==> src/rtl/fba_pkg.sv <==
package fba_pkg;
    typedef enum logic [2:0] {
        ST_IDLE,
        ST_SUM,
        ST_PICK,
        ST_LOAD,
        ST_SRCH,
        ST_COMMIT,
        ST_FINISH
    } alloc_state_e;
endpackage

==> src/rtl/fba_power_est.sv <==
module fba_power_est #(
    parameter int PW    = 8,
    parameter int FW    = 8,
    parameter int F_MIN = 64,
    localparam int EW   = PW + 2
) (
    input  logic [PW-1:0] pwr_i,
    input  logic [FW-1:0] freq_i,
    output logic [EW-1:0] est_o
);
    localparam int SH     = 2 * $clog2(F_MIN);
    localparam int PROD_W = PW + 2 * FW;

    logic [PROD_W-1:0] prod;
    logic [PROD_W-1:0] scaled;

    // Square-law estimate relative to the nominal code; saturates on overflow.
    always_comb begin
        prod   = PROD_W'(pwr_i) * PROD_W'(freq_i) * PROD_W'(freq_i);
        scaled = prod >> SH;
        if (|scaled[PROD_W-1:EW]) est_o = '1;
        else                      est_o = scaled[EW-1:0];
    end
endmodule

==> src/rtl/fba_scan.sv <==
module fba_scan #(
    parameter int N  = 4,
    parameter int SW = 8,
    localparam int IW = (N > 1) ? $clog2(N) : 1
) (
    input  logic          clk_i,
    input  logic          rst_ni,
    input  logic          clear_i,
    input  logic          en_i,
    input  logic [IW-1:0] idx_i,
    input  logic [SW-1:0] score_i,
    input  logic          skip_i,
    input  logic          want_low_i,
    output logic [IW-1:0] best_o,
    output logic          found_o
);
    typedef struct packed {
        logic [IW-1:0] idx;
        logic [SW-1:0] score;
        logic          found;
    } scan_t;

    scan_t scan_d, scan_q;
    logic  better;

    // Strict comparison: an equal score never displaces an earlier index.
    always_comb begin
        scan_d = scan_q;
        better = want_low_i ? (score_i < scan_q.score) : (score_i > scan_q.score);
        if (clear_i) begin
            scan_d.found = 1'b0;
        end else if (en_i && !skip_i && (!scan_q.found || better)) begin
            scan_d.idx   = idx_i;
            scan_d.score = score_i;
            scan_d.found = 1'b1;
        end
    end

    always_ff @(posedge clk_i or negedge rst_ni) begin
        if (!rst_ni) scan_q <= '0;
        else         scan_q <= scan_d;
    end

    assign best_o  = scan_q.idx;
    assign found_o = scan_q.found;

    // a cleared scan holds no winner on the following cycle
    assert_clear_empties_R6: assert property (@(posedge clk_i) disable iff (!rst_ni)
        clear_i |=> !found_o);
endmodule

==> src/rtl/fba_search.sv <==
module fba_search #(
    parameter int PW    = 8,
    parameter int FW    = 8,
    parameter int CW    = 15,
    parameter int F_MIN = 64,
    localparam int EW   = PW + 2
) (
    input  logic                 clk_i,
    input  logic                 rst_ni,
    input  logic                 load_i,
    input  logic [FW-1:0]        lo_i,
    input  logic [FW-1:0]        hi_i,
    input  logic signed [CW-1:0] cap_i,
    input  logic [PW-1:0]        pwr_i,
    output logic [FW-1:0]        result_o
);
    typedef struct packed {
        logic [FW-1:0]        low;
        logic [FW-1:0]        high;
        logic signed [CW-1:0] cap;
        logic [PW-1:0]        pwr;
    } srch_t;

    srch_t         srch_d, srch_q;
    logic [FW:0]   span_sum;
    logic [FW-1:0] mid;
    logic [EW-1:0] est_mid;
    logic          fits;

    fba_power_est #(.PW(PW), .FW(FW), .F_MIN(F_MIN)) u_est_mid (
        .pwr_i (srch_q.pwr),
        .freq_i(mid),
        .est_o (est_mid)
    );

    // Upper-biased bisection: converges on the largest code whose estimate fits.
    always_comb begin
        srch_d   = srch_q;
        span_sum = {1'b0, srch_q.low} + {1'b0, srch_q.high} + 1'b1;
        mid      = span_sum[FW:1];
        fits     = $signed(CW'(est_mid)) <= srch_q.cap;
        if (load_i) begin
            srch_d.low  = lo_i;
            srch_d.high = hi_i;
            srch_d.cap  = cap_i;
            srch_d.pwr  = pwr_i;
        end else if (srch_q.low < srch_q.high) begin
            if (fits) srch_d.low  = mid;
            else      srch_d.high = mid - 1'b1;
        end
    end

    always_ff @(posedge clk_i or negedge rst_ni) begin
        if (!rst_ni) begin
            srch_q      <= '0;
            srch_q.low  <= FW'(F_MIN);
            srch_q.high <= FW'(F_MIN);
        end else begin
            srch_q <= srch_d;
        end
    end

    assign result_o = srch_q.low;

    // the search window never inverts
    assert_window_order_R9: assert property (@(posedge clk_i) disable iff (!rst_ni)
        srch_q.low <= srch_q.high);
endmodule

==> src/rtl/cluster_freq_alloc.sv <==
module cluster_freq_alloc
    import fba_pkg::*;
#(
    parameter int CORES    = 16,
    parameter int CLUSTERS = 4,
    parameter int PW       = 8,
    parameter int SW       = 8,
    parameter int FW       = 8,
    parameter int F_MIN    = 64,
    localparam int EW      = PW + 2,
    localparam int IW      = (CLUSTERS > 1) ? $clog2(CLUSTERS) : 1,
    localparam int TW      = EW + IW + 1,
    localparam int CW      = TW + 2
) (
    input  logic                   clk_i,
    input  logic                   rst_ni,
    input  logic                   start_i,
    input  logic [TW-1:0]          budget_i,
    input  logic [EW-1:0]          reg_limit_i,
    input  logic [CLUSTERS*PW-1:0] power_i,
    input  logic [CLUSTERS*SW-1:0] scal_i,
    output logic [CLUSTERS*FW-1:0] freq_o,
    output logic                   busy_o,
    output logic                   done_o
);
    localparam int F_FLOOR = F_MIN / 2;
    localparam int F_MAX   = F_MIN * 2;
    localparam int STEPS   = $clog2(F_MIN + 1);
    localparam int STW     = $clog2(STEPS + 1);
    localparam int PER_CLUSTER_CORES = CORES / CLUSTERS;

    typedef struct packed {
        alloc_state_e                   state;
        logic [IW-1:0]                  cnt;
        logic [IW-1:0]                  ndone;
        logic [STW-1:0]                 step;
        logic [IW-1:0]                  sel;
        logic                           lower;
        logic [TW-1:0]                  total;
        logic [TW-1:0]                  budget;
        logic [EW-1:0]                  ilim;
        logic [CLUSTERS-1:0][PW-1:0]    pwr;
        logic [CLUSTERS-1:0][SW-1:0]    scal;
        logic [CLUSTERS-1:0]            taken;
        logic [CLUSTERS-1:0][FW-1:0]    work;
        logic [CLUSTERS-1:0][FW-1:0]    freq;
        logic                           busy;
        logic                           done;
    } alloc_t;

    alloc_t alloc_d, alloc_q;

    logic [CLUSTERS-1:0][PW-1:0] pwr_in;
    logic [CLUSTERS-1:0][SW-1:0] scal_in;

    genvar gi;
    generate
        for (gi = 0; gi < CLUSTERS; gi++) begin : g_lane
            assign pwr_in[gi]                 = power_i[gi*PW +: PW];
            assign scal_in[gi]                = scal_i[gi*SW +: SW];
            assign freq_o[gi*FW +: FW]        = alloc_q.freq[gi];

            // every published code sits between floor and ceiling
            assert_code_range_R8: assert property (@(posedge clk_i) disable iff (!rst_ni)
                (alloc_q.freq[gi] >= FW'(F_FLOOR)) && (alloc_q.freq[gi] <= FW'(F_MAX)));
        end
    endgenerate

    // Ranking scan
    logic [IW-1:0] best_idx;
    logic          best_found;
    logic          scan_clear;
    logic          scan_en;

    assign scan_clear = (alloc_q.state == ST_SUM) || (alloc_q.state == ST_COMMIT);
    assign scan_en    = (alloc_q.state == ST_PICK);

    fba_scan #(.N(CLUSTERS), .SW(SW)) u_scan (
        .clk_i     (clk_i),
        .rst_ni    (rst_ni),
        .clear_i   (scan_clear),
        .en_i      (scan_en),
        .idx_i     (alloc_q.cnt),
        .score_i   (alloc_q.scal[alloc_q.cnt]),
        .skip_i    (alloc_q.taken[alloc_q.cnt]),
        .want_low_i(alloc_q.lower),
        .best_o    (best_idx),
        .found_o   (best_found)
    );

    // Frequency search for the chosen cluster
    logic                 srch_load;
    logic [FW-1:0]        srch_lo, srch_hi, srch_res;
    logic signed [CW-1:0] cap_raw, cap;
    logic [PW-1:0]        pwr_best, pwr_sel;
    logic [EW-1:0]        est_res;

    assign srch_load = (alloc_q.state == ST_LOAD);
    assign pwr_best  = alloc_q.pwr[best_idx];
    assign pwr_sel   = alloc_q.pwr[alloc_q.sel];
    assign srch_lo   = alloc_q.lower ? FW'(F_FLOOR) : FW'(F_MIN);
    assign srch_hi   = alloc_q.lower ? FW'(F_MIN)   : FW'(F_MAX);

    // Headroom for the chosen cluster: its own nominal share plus the slack.
    always_comb begin
        cap_raw = CW'(pwr_best) + CW'(alloc_q.budget) - CW'(alloc_q.total);
        cap     = cap_raw;
        if (!alloc_q.lower && ($signed(CW'(alloc_q.ilim)) < cap_raw))
            cap = CW'(alloc_q.ilim);
    end

    fba_search #(.PW(PW), .FW(FW), .CW(CW), .F_MIN(F_MIN)) u_search (
        .clk_i   (clk_i),
        .rst_ni  (rst_ni),
        .load_i  (srch_load),
        .lo_i    (srch_lo),
        .hi_i    (srch_hi),
        .cap_i   (cap),
        .pwr_i   (pwr_best),
        .result_o(srch_res)
    );

    fba_power_est #(.PW(PW), .FW(FW), .F_MIN(F_MIN)) u_est_res (
        .pwr_i (pwr_sel),
        .freq_i(srch_res),
        .est_o (est_res)
    );

    // Sequencer
    logic [TW-1:0] sum_next;

    always_comb begin
        alloc_d      = alloc_q;
        alloc_d.done = 1'b0;
        sum_next     = alloc_q.total + TW'(alloc_q.pwr[alloc_q.cnt]);
        unique case (alloc_q.state)
            ST_IDLE: begin
                if (start_i) begin
                    alloc_d.budget = budget_i;
                    alloc_d.ilim   = reg_limit_i;
                    alloc_d.pwr    = pwr_in;
                    alloc_d.scal   = scal_in;
                    alloc_d.total  = '0;
                    alloc_d.cnt    = '0;
                    alloc_d.ndone  = '0;
                    alloc_d.taken  = '0;
                    for (int c = 0; c < CLUSTERS; c++) alloc_d.work[c] = FW'(F_MIN);
                    alloc_d.busy   = 1'b1;
                    alloc_d.state  = ST_SUM;
                end
            end
            ST_SUM: begin
                alloc_d.total = sum_next;
                if (alloc_q.cnt == IW'(CLUSTERS - 1)) begin
                    alloc_d.cnt   = '0;
                    alloc_d.lower = sum_next > alloc_q.budget;
                    alloc_d.state = ST_PICK;
                end else begin
                    alloc_d.cnt = alloc_q.cnt + 1'b1;
                end
            end
            ST_PICK: begin
                if (alloc_q.cnt == IW'(CLUSTERS - 1)) begin
                    alloc_d.cnt   = '0;
                    alloc_d.state = ST_LOAD;
                end else begin
                    alloc_d.cnt = alloc_q.cnt + 1'b1;
                end
            end
            ST_LOAD: begin
                alloc_d.sel   = best_idx;
                alloc_d.step  = '0;
                alloc_d.state = ST_SRCH;
            end
            ST_SRCH: begin
                alloc_d.step = alloc_q.step + 1'b1;
                if (alloc_q.step == STW'(STEPS - 1)) alloc_d.state = ST_COMMIT;
            end
            ST_COMMIT: begin
                alloc_d.work[alloc_q.sel]  = srch_res;
                alloc_d.taken[alloc_q.sel] = 1'b1;
                alloc_d.total = alloc_q.total + TW'(est_res) - TW'(pwr_sel);
                if (alloc_q.ndone == IW'(CLUSTERS - 1)) begin
                    alloc_d.state = ST_FINISH;
                end else begin
                    alloc_d.ndone = alloc_q.ndone + 1'b1;
                    alloc_d.state = ST_PICK;
                end
            end
            ST_FINISH: begin
                alloc_d.freq  = alloc_q.work;
                alloc_d.done  = 1'b1;
                alloc_d.busy  = 1'b0;
                alloc_d.state = ST_IDLE;
            end
            default: alloc_d.state = ST_IDLE;
        endcase
    end

    always_ff @(posedge clk_i or negedge rst_ni) begin
        if (!rst_ni) begin
            alloc_q       <= '0;
            alloc_q.state <= ST_IDLE;
            for (int c = 0; c < CLUSTERS; c++) begin
                alloc_q.freq[c] <= FW'(F_MIN);
                alloc_q.work[c] <= FW'(F_MIN);
            end
        end else begin
            alloc_q <= alloc_d;
        end
    end

    assign busy_o = alloc_q.busy;
    assign done_o = alloc_q.done;

    // done lasts exactly one cycle and never overlaps busy
    assert_done_single_R2: assert property (@(posedge clk_i) disable iff (!rst_ni)
        done_o |=> !done_o);
    assert_done_not_busy_R2: assert property (@(posedge clk_i) disable iff (!rst_ni)
        done_o |-> !busy_o);

    // codes move only together with done
    assert_codes_hold_R3: assert property (@(posedge clk_i) disable iff (!rst_ni)
        !done_o |-> $stable(freq_o));

    // captured operands stay put for the whole run
    assert_capture_frozen_R4: assert property (@(posedge clk_i) disable iff (!rst_ni)
        busy_o |=> ($stable(alloc_q.budget) && $stable(alloc_q.pwr) && $stable(alloc_q.scal)));

    // raise mode never ends above the budget
    assert_budget_kept_R5: assert property (@(posedge clk_i) disable iff (!rst_ni)
        ((alloc_q.state == ST_FINISH) && !alloc_q.lower) |-> (alloc_q.total <= alloc_q.budget));

    // the scan always holds a winner when the search is loaded
    assert_winner_ready_R6: assert property (@(posedge clk_i) disable iff (!rst_ni)
        srch_load |-> best_found);

    // a raised cluster respects its regulator limit
    assert_regulator_cap_R7: assert property (@(posedge clk_i) disable iff (!rst_ni)
        ((alloc_q.state == ST_COMMIT) && !alloc_q.lower)
            |-> ((est_res <= alloc_q.ilim) || (srch_res == FW'(F_MIN))));

    initial begin
        assert_even_split_R1: assert (PER_CLUSTER_CORES * CLUSTERS == CORES);
    end
endmodule

==> config.mk <==
export PLATFORM = sky130hd
export DESIGN_NAME = cluster_freq_alloc
export DESIGN_NICKNAME = d
export VERILOG_FILES = /design/src/rtl/fba_pkg.sv /design/src/rtl/fba_power_est.sv /design/src/rtl/fba_scan.sv /design/src/rtl/fba_search.sv /design/src/rtl/cluster_freq_alloc.sv
export SDC_FILE = /design/constraint.sdc
export NUM_CORES = 1
export LEC_CHECK = 0
export BUFFER_PORTS_ARGS = -buffer_cell sky130_fd_sc_hd__buf_2
export CAP_MARGIN = 15
export CORE_MARGIN = 2
export CORE_UTILIZATION = 38
export DETAILED_ROUTE_END_ITERATION = 7
export PLACE_DENSITY_LB_ADDON = 0.15
export SETUP_SLACK_MARGIN = 0.2
export SLEW_MARGIN = 20
export SYNTH_ARGS = -nofsm -noshare
export SYNTH_HDL_FRONTEND = slang
export SYNTH_HIERARCHICAL = 1
export SYNTH_SLANG_ARGS = --single-unit
==> constraint.sdc <==
create_clock -name clk_i -period 16.36 [get_ports clk_i]
set_clock_uncertainty 0.05 [all_clocks]
set_input_delay 0.818 -clock clk_i [delete_from_list [all_inputs] [get_ports clk_i]]
set_output_delay 0.818 -clock clk_i [all_outputs]
set_load 0.02 [all_outputs]
### Word level (Yosys, flattened, before mapping)

Cells that the tools add are included.

| storage, ports and cells | value |
|---|---|
| register bits after elaboration | 233 |
| output and inout bits | 34 |
| logic and storage cells | 153 |
| input port bits | 90 |

| cells by class | value |
|---|---|
| reductions and logical operators | 32 |
| mux-type cells | 44 |
| bitwise operators | 2 |
| equality and inequality tests | 15 |
| $lt $le $gt $ge | 10 |
| multipliers | 4 |
| $add $sub $neg | 11 |

Operators by type and width:

| cell | number |
|---|---|
| $mux 136 | 1 |
| $pmux 36 s2 | 1 |
| $bmux 8 s2 | 4 |
| $mux 8 | 8 |
| $mul 16x8->24 | 2 |
| $pmux 13 s3 | 1 |
| $bwmux 32 | 1 |
| $mul 8x8->16 | 2 |
| $mux 16 | 2 |
| $mux 10 | 2 |
| $pmux 3 s6 | 1 |
| $reduce_and 2->1 | 9 |
| $demux 8 s2 | 1 |
| $lt 8x8->1 | 2 |
| $le 11x15->1 | 1 |
| $lt 11x15->1 | 1 |
| $mux 15 | 1 |
| $sub 14x13->15 | 1 |
| $add 8x13->14 | 1 |
| $mux 7 | 2 |
| $reduce_bool 2->1 | 7 |
| $add 13x10->13 | 1 |
| $add 13x8->13 | 1 |
| $gt 13x13->1 | 1 |
| other kinds (33) | 64 |

### Longest topological paths before layout

| logic depth | value |
|---|---|
| depth after elaboration | 10 |
| gate-level depth with buffers | 51 |

### Hierarchy

Netlist, hierarchy kept.

By module, submodules not included:

| module | area an instance (um2) | times used | seq. area each (um2) | cells an instance |
|---|---|---|---|---|
| cluster_freq_alloc | 11004.3 | 1 | 4589.4 | 1228 |
| fba_power_est (u_est_res) | 6563.8 | 1 | 0.0 | 774 |
| fba_power_est (u_search.u_est_mid) | 6371.1 | 1 | 0.0 | 765 |
| fba_search | 2562.5 | 1 | 978.4 | 267 |
| fba_scan | 1007.2 | 1 | 275.3 | 108 |

### Worst setup path after synthesis

No wires, ideal clock.

| timing path | value |
|---|---|
| path type | reg2reg |
| start point | register u_search.srch_q (netlist bit u_search/result_o[5]) |
| end point | register u_search.srch_q (netlist bit u_search/result_o[0]) |
| required time | 16.187 ns |
| buffers on the path | 4 |
| slack | 4.987 ns |
| cell stages (with the launch flop) | 46 |
| period minus slack after synthesis | 11.373 ns |
| data arrival time | 11.200 ns |
| setup time | 0.123 ns |
| cells stage by stage | dfrtp_1 -> ha_1 -> or3_1 -> a2111oi_1 -> a211oi_2 -> inv_1 -> clkbuf_1 -> clkbuf_1 -> nand2_1 -> fa_1 -> fa_1 -> inv_1 -> fa_1 -> inv_1 -> fa_1 -> inv_1 -> ha_1 -> a21oi_1 -> (+10 left out) -> fa_1 -> inv_1 -> ha_1 -> buf_2 -> and4_4 -> and3_1 -> a32oi_1 -> o31ai_1 -> or3_4 -> a2111oi_4 -> nand2_1 -> ha_1 -> a211oi_1 -> nor2_1 -> o31a_1 -> nor3_1 -> nand2_1 -> o221a_1 |

| on the way | value |
|---|---|
| cells in the longest elaborated chain, start to end | 9 |
| elaborated cells on any way between the ends | 11 |
| those cells by class | add/sub (2); mul (2); order compare (2); mux (1); reduce/logical (4) |

RTL lines:

| element | RTL line | text |
|---|---|---|
| from (decl) | fba_search.sv:24 | `srch_t srch_d, srch_q;` |
| from (signal assigned) | fba_search.sv:59 | `srch_q <= srch_d;` |
| $add 8x8->9 * | fba_search.sv:39 | `span_sum = {1'b0, srch_q.low} + {1'b0, srch_q.high} + 1'b1;` |
| $add 9x1->9 * | fba_search.sv:39 |  |
| net u_search.span_sum[5] | fba_search.sv:25 | `logic [FW:0] span_sum;` |
| $mul 8x8->16 | fba_power_est.sv:19 | `prod = PROD_W'(pwr_i) * PROD_W'(freq_i) * PROD_W'(freq_i);` |
| $mul 16x8->24 * | fba_power_est.sv:19 |  |
| $reduce_or 2->1 | fba_power_est.sv:21 | `if (\|scaled[PROD_W-1:EW]) est_o = '1;` |
| $mux 10 * | fba_power_est.sv:21 |  |
| net u_search.est_mid[4] | fba_search.sv:27 | `logic [EW-1:0] est_mid;` |
| $le 11x15->1 * | fba_search.sv:41 | `fits = $signed(CW'(est_mid)) <= srch_q.cap;` |
| $reduce_bool 2->1 (no line) * | - |  |
| $reduce_and 2->1 (no line) * | - |  |

Mark *: on every way through the listed nets, which the timed path passes. The rest lies on a longest branch.
A chain may end at the register's enable or synchronous reset.

### Worst setup path after layout

| timing path | value |
|---|---|
| start point | register u_search.srch_q (netlist bit u_search/result_o[6]) |
| end point | register u_search/srch_q[30] (netlist bit) |

| on the way | value |
|---|---|
| cells in the longest elaborated chain, start to end | 9 |
| elaborated cells on any way between the ends | 15 |
| those cells by class | add/sub (3); mul (2); order compare (2); eq/ne (1); mux (4); reduce/logical (3) |

RTL lines:

| element | RTL line |
|---|---|
| $add 8x8->9 * | fba_search.sv:39 |
| $add 9x1->9 * | fba_search.sv:39 |
| net u_search.span_sum[6] | fba_search.sv:25 |
| $mul 8x8->16 | fba_power_est.sv:19 |
| $mul 16x8->24 * | fba_power_est.sv:19 |
| $reduce_or 2->1 | fba_power_est.sv:21 |
| $mux 10 * | fba_power_est.sv:21 |
| net u_search.est_mid[4] | fba_search.sv:27 |
| $le 11x15->1 * | fba_search.sv:41 |
| $ne 2x2->1 (no line) * | - |
| $reduce_and 2->1 (no line) * | - |

Mark *: on every way through the listed nets, which the timed path passes. The rest lies on a longest branch. The select of a mux whose other input is x is not followed.

==> flow_metrics.env <==
export IMPL_wl_per_cell_um=18.2
export IMPL_hpwl_um=56700
export IMPL_layout_commonest_cell="nand2_1"
export IMPL_critPathMaxFanout=35
export IMPL_cts_sinks=233
export IMPL_syn_area_per_cell_um2=8.76
export IMPL_yosys_register_bits=233
export IMPL_die_area_um2=74600
export IMPL_row_count=98
export IMPL_ctsResizeCount=0
export IMPL_drive_above_1_share=0.107
export IMPL_arrival_ns=13.49
export IMPL_status="complete, no violations"
export IMPL_clock_root_buffer="clkbuf_16"
export IMPL_seq_area_um2=5840
export IMPL_cap_violations=0
export IMPL_coreArea_um2=71600
export IMPL_grt_overflow=0
export IMPL_drt_iter0_drc=1381
export IMPL_final_cell_mix="nand2_1, inv_1, fa_1, ha_1, and2_1"
export IMPL_max_freq_mhz=76.4
export IMPL_slowest_delay_ns=1.08
export IMPL_required_ns=16.76
export IMPL_cts_tree="yes"
export IMPL_maxSlewHeadroom=0.285
export IMPL_finalSetupTns_ns=0
export IMPL_met3_usage=0.0227
export IMPL_setup_viol=0
export IMPL_via_per_inst=5.17
export IMPL_fin_nets=3748
export IMPL_worst_pin_slew_ns=1.07
export IMPL_start_util=0.384
export IMPL_use_met1=0.293
export IMPL_busiest_layer="met2"
export IMPL_multi_input_area_um2=19200
export IMPL_period_share=0.800
export IMPL_die_h_um=273
export IMPL_totalWireLength_um=74800
export IMPL_pin_count=124
export IMPL_min_period_ns=13.09
export IMPL_final_antenna_net_count=0
export IMPL_hold_buffers=0
export IMPL_fp_dieW_um=273
export IMPL_io_buffers=123
export IMPL_crit_path_end_kind="flop"
export IMPL_slew_violations=0
export IMPL_rsz0062_at_grt="false"
export IMPL_antenna_found_initial=0
export IMPL_synth_edff_count=0
export IMPL_syn_area_um2=27500
export IMPL_clk_pin_slew_ns=0.07
export IMPL_grt_use_met2=0.331
export IMPL_grt_pass1_wl_um=122000
export IMPL_cts_inserted_buffers=27
export IMPL_hold_path_class="primary input to asynchronous set/reset pin"
export IMPL_first_global_vias=22396
export IMPL_path_class="flop to flop"
export IMPL_gr_usage_all_layers=0.203
export IMPL_clk_latency_ns=0.58
export IMPL_async_reset_ff_frac=1.00
export IMPL_vias=21281
export IMPL_cp_common_cell="fa_1"
export IMPL_synth_cells=3142
export IMPL_finalHoldViolations=0
export IMPL_cts_max_level=1
export IMPL_gp_congestion=0.845
export IMPL_grt_max_degree=98
export IMPL_syn2layout_area_growth_pct=7.90
export IMPL_post_cts_buffers=0
export IMPL_fill_cells=7227
export IMPL_crit_path_start_kind="flop"
export IMPL_yosysWarningCount=6
export IMPL_yosysSeqAreaShare=0.212
export IMPL_synth_distinct_cells=112
export IMPL_ys_flop_type="dfrtp_1"
export IMPL_worst_path_max_delay_cell="dfstp_2"
export IMPL_dr_pass1_iters=7
export IMPL_clockBufferDepth=3
export IMPL_drc_errors=0
==> registers in the layout, indices dropped and copies added (netlist names) <==
| signal | cells |
|---|---|
| freq_o | 32 |
| u_scan/best_o | 2 |
| u_search/srch_q | 31 |
| alloc_q | 149 |
| busy_o | 1 |
| u_scan/scan_q | 8 |
| u_search/result_o | 8 |
| u_scan/found_o | 1 |
| done_o | 1 |
==> synthesized netlist by cell type (33+ instances only) <==
cell      count  area share
ha_1        256        0.12
and2_1      255       0.058
xnor2_1      45       0.014
inv_1       438       0.060
a21oi_1      85       0.015
o21ai_0     117       0.021
fa_1        257        0.19
buf_4        43       0.012
nand3_1      82       0.015
dfrtp_1     223        0.20
nor2_1       93       0.013
mux4_2       33       0.027
xor2_1       33       0.011
nand2_1     572       0.078
clkbuf_1    109       0.015
==> worst paths after layout <==
path | startpoint | end | slack, ns | cells after the start
min in group clk_i | scal_i[19] | alloc_q[89]$_DFFE_PN0P_ | 0.38 | 3
min | rst_ni | alloc_q[94]$_DFFE_PN0P_ | 0.19 | 1
min reg2reg | alloc_q[56]$_DFFE_PN1P_ | freq_o[22]$_DFFE_PN1P_ | 0.41 | 2
max reg2reg | u_search/result_o[6]$_DFFE_PN1P_ | u_search/srch_q[30]$_DFFE_PN0P_ | 3.27 | 42
max in group asynchronous | rst_ni | alloc_q[148]$_DFFE_PN0P_ | 14.59 | 2
max | u_search/result_o[6]$_DFFE_PN1P_ | u_search/srch_q[30]$_DFFE_PN0P_ | 3.27 | 42
==> area by class of cell <==
cell class                 count  area share
timing repair buffer         147      0.0278
sequential                   233       0.197
clock inverter                14     0.00712
multi-input combinational   2297       0.648
tap                          950      0.0400
inverter                     439      0.0555
clock buffer                  36      0.0249
antenna                        2    0.000169
==> cell families after synthesis <==
group	Yosys count	synth area share
simple gates	1193	0.214
flops	233	0.212
xor+xnor	81	0.0266
fa+ha+maj	513	0.303
mux	68	0.0407
other cells	1	0.000136
buf+inv	623	0.0931
compound gates	430	0.110
==> critical path: cells and delay by family (launching register included) <==
family | cells | cell delay (ns)
DFF | 1 | 1.08
buffers and inverters | 7 | 0.58
adders and majority gates | 12 | 5.09
AOI/OAI and AO/OA | 12 | 3.20
and+or+nand+nor | 10 | 2.40
xor gates and xnor gates | 1 | 0.56
==> layer usage <==
layer / vias up / share of wire
li1: 10208 / -
met1: 10630 / 0.49
met2: 375 / 0.45
met3: 68 / 0.038
met4: 0 / 0.016
met5: - / 0
==> stage by stage <==
| step | hold WS [ns] | worst slack (ns) | cells | cell area [um2] | util |
|---|---|---|---|---|---|
| floorplan | 0.382 | 4.99 | 3153 | 27600 | - |
| CTS | 0.255 | 3.28 | 4115 | 29600 | 0.414 |
| detailed placement | 0.408 | 3.31 | 4065 | 28700 | 0.401 |
| finish | 0.190 | 3.27 | 4118 | 29700 | 0.414 |
| global route | 0.270 | 2.10 | 4116 | 29700 | 0.414 |
| global placement | 0.401 | 3.43 | 4065 | 28700 | 0.400 |
Power is not shown: default switching activity piles up to over one toggle a cycle in this logic, so the estimate is an artifact.
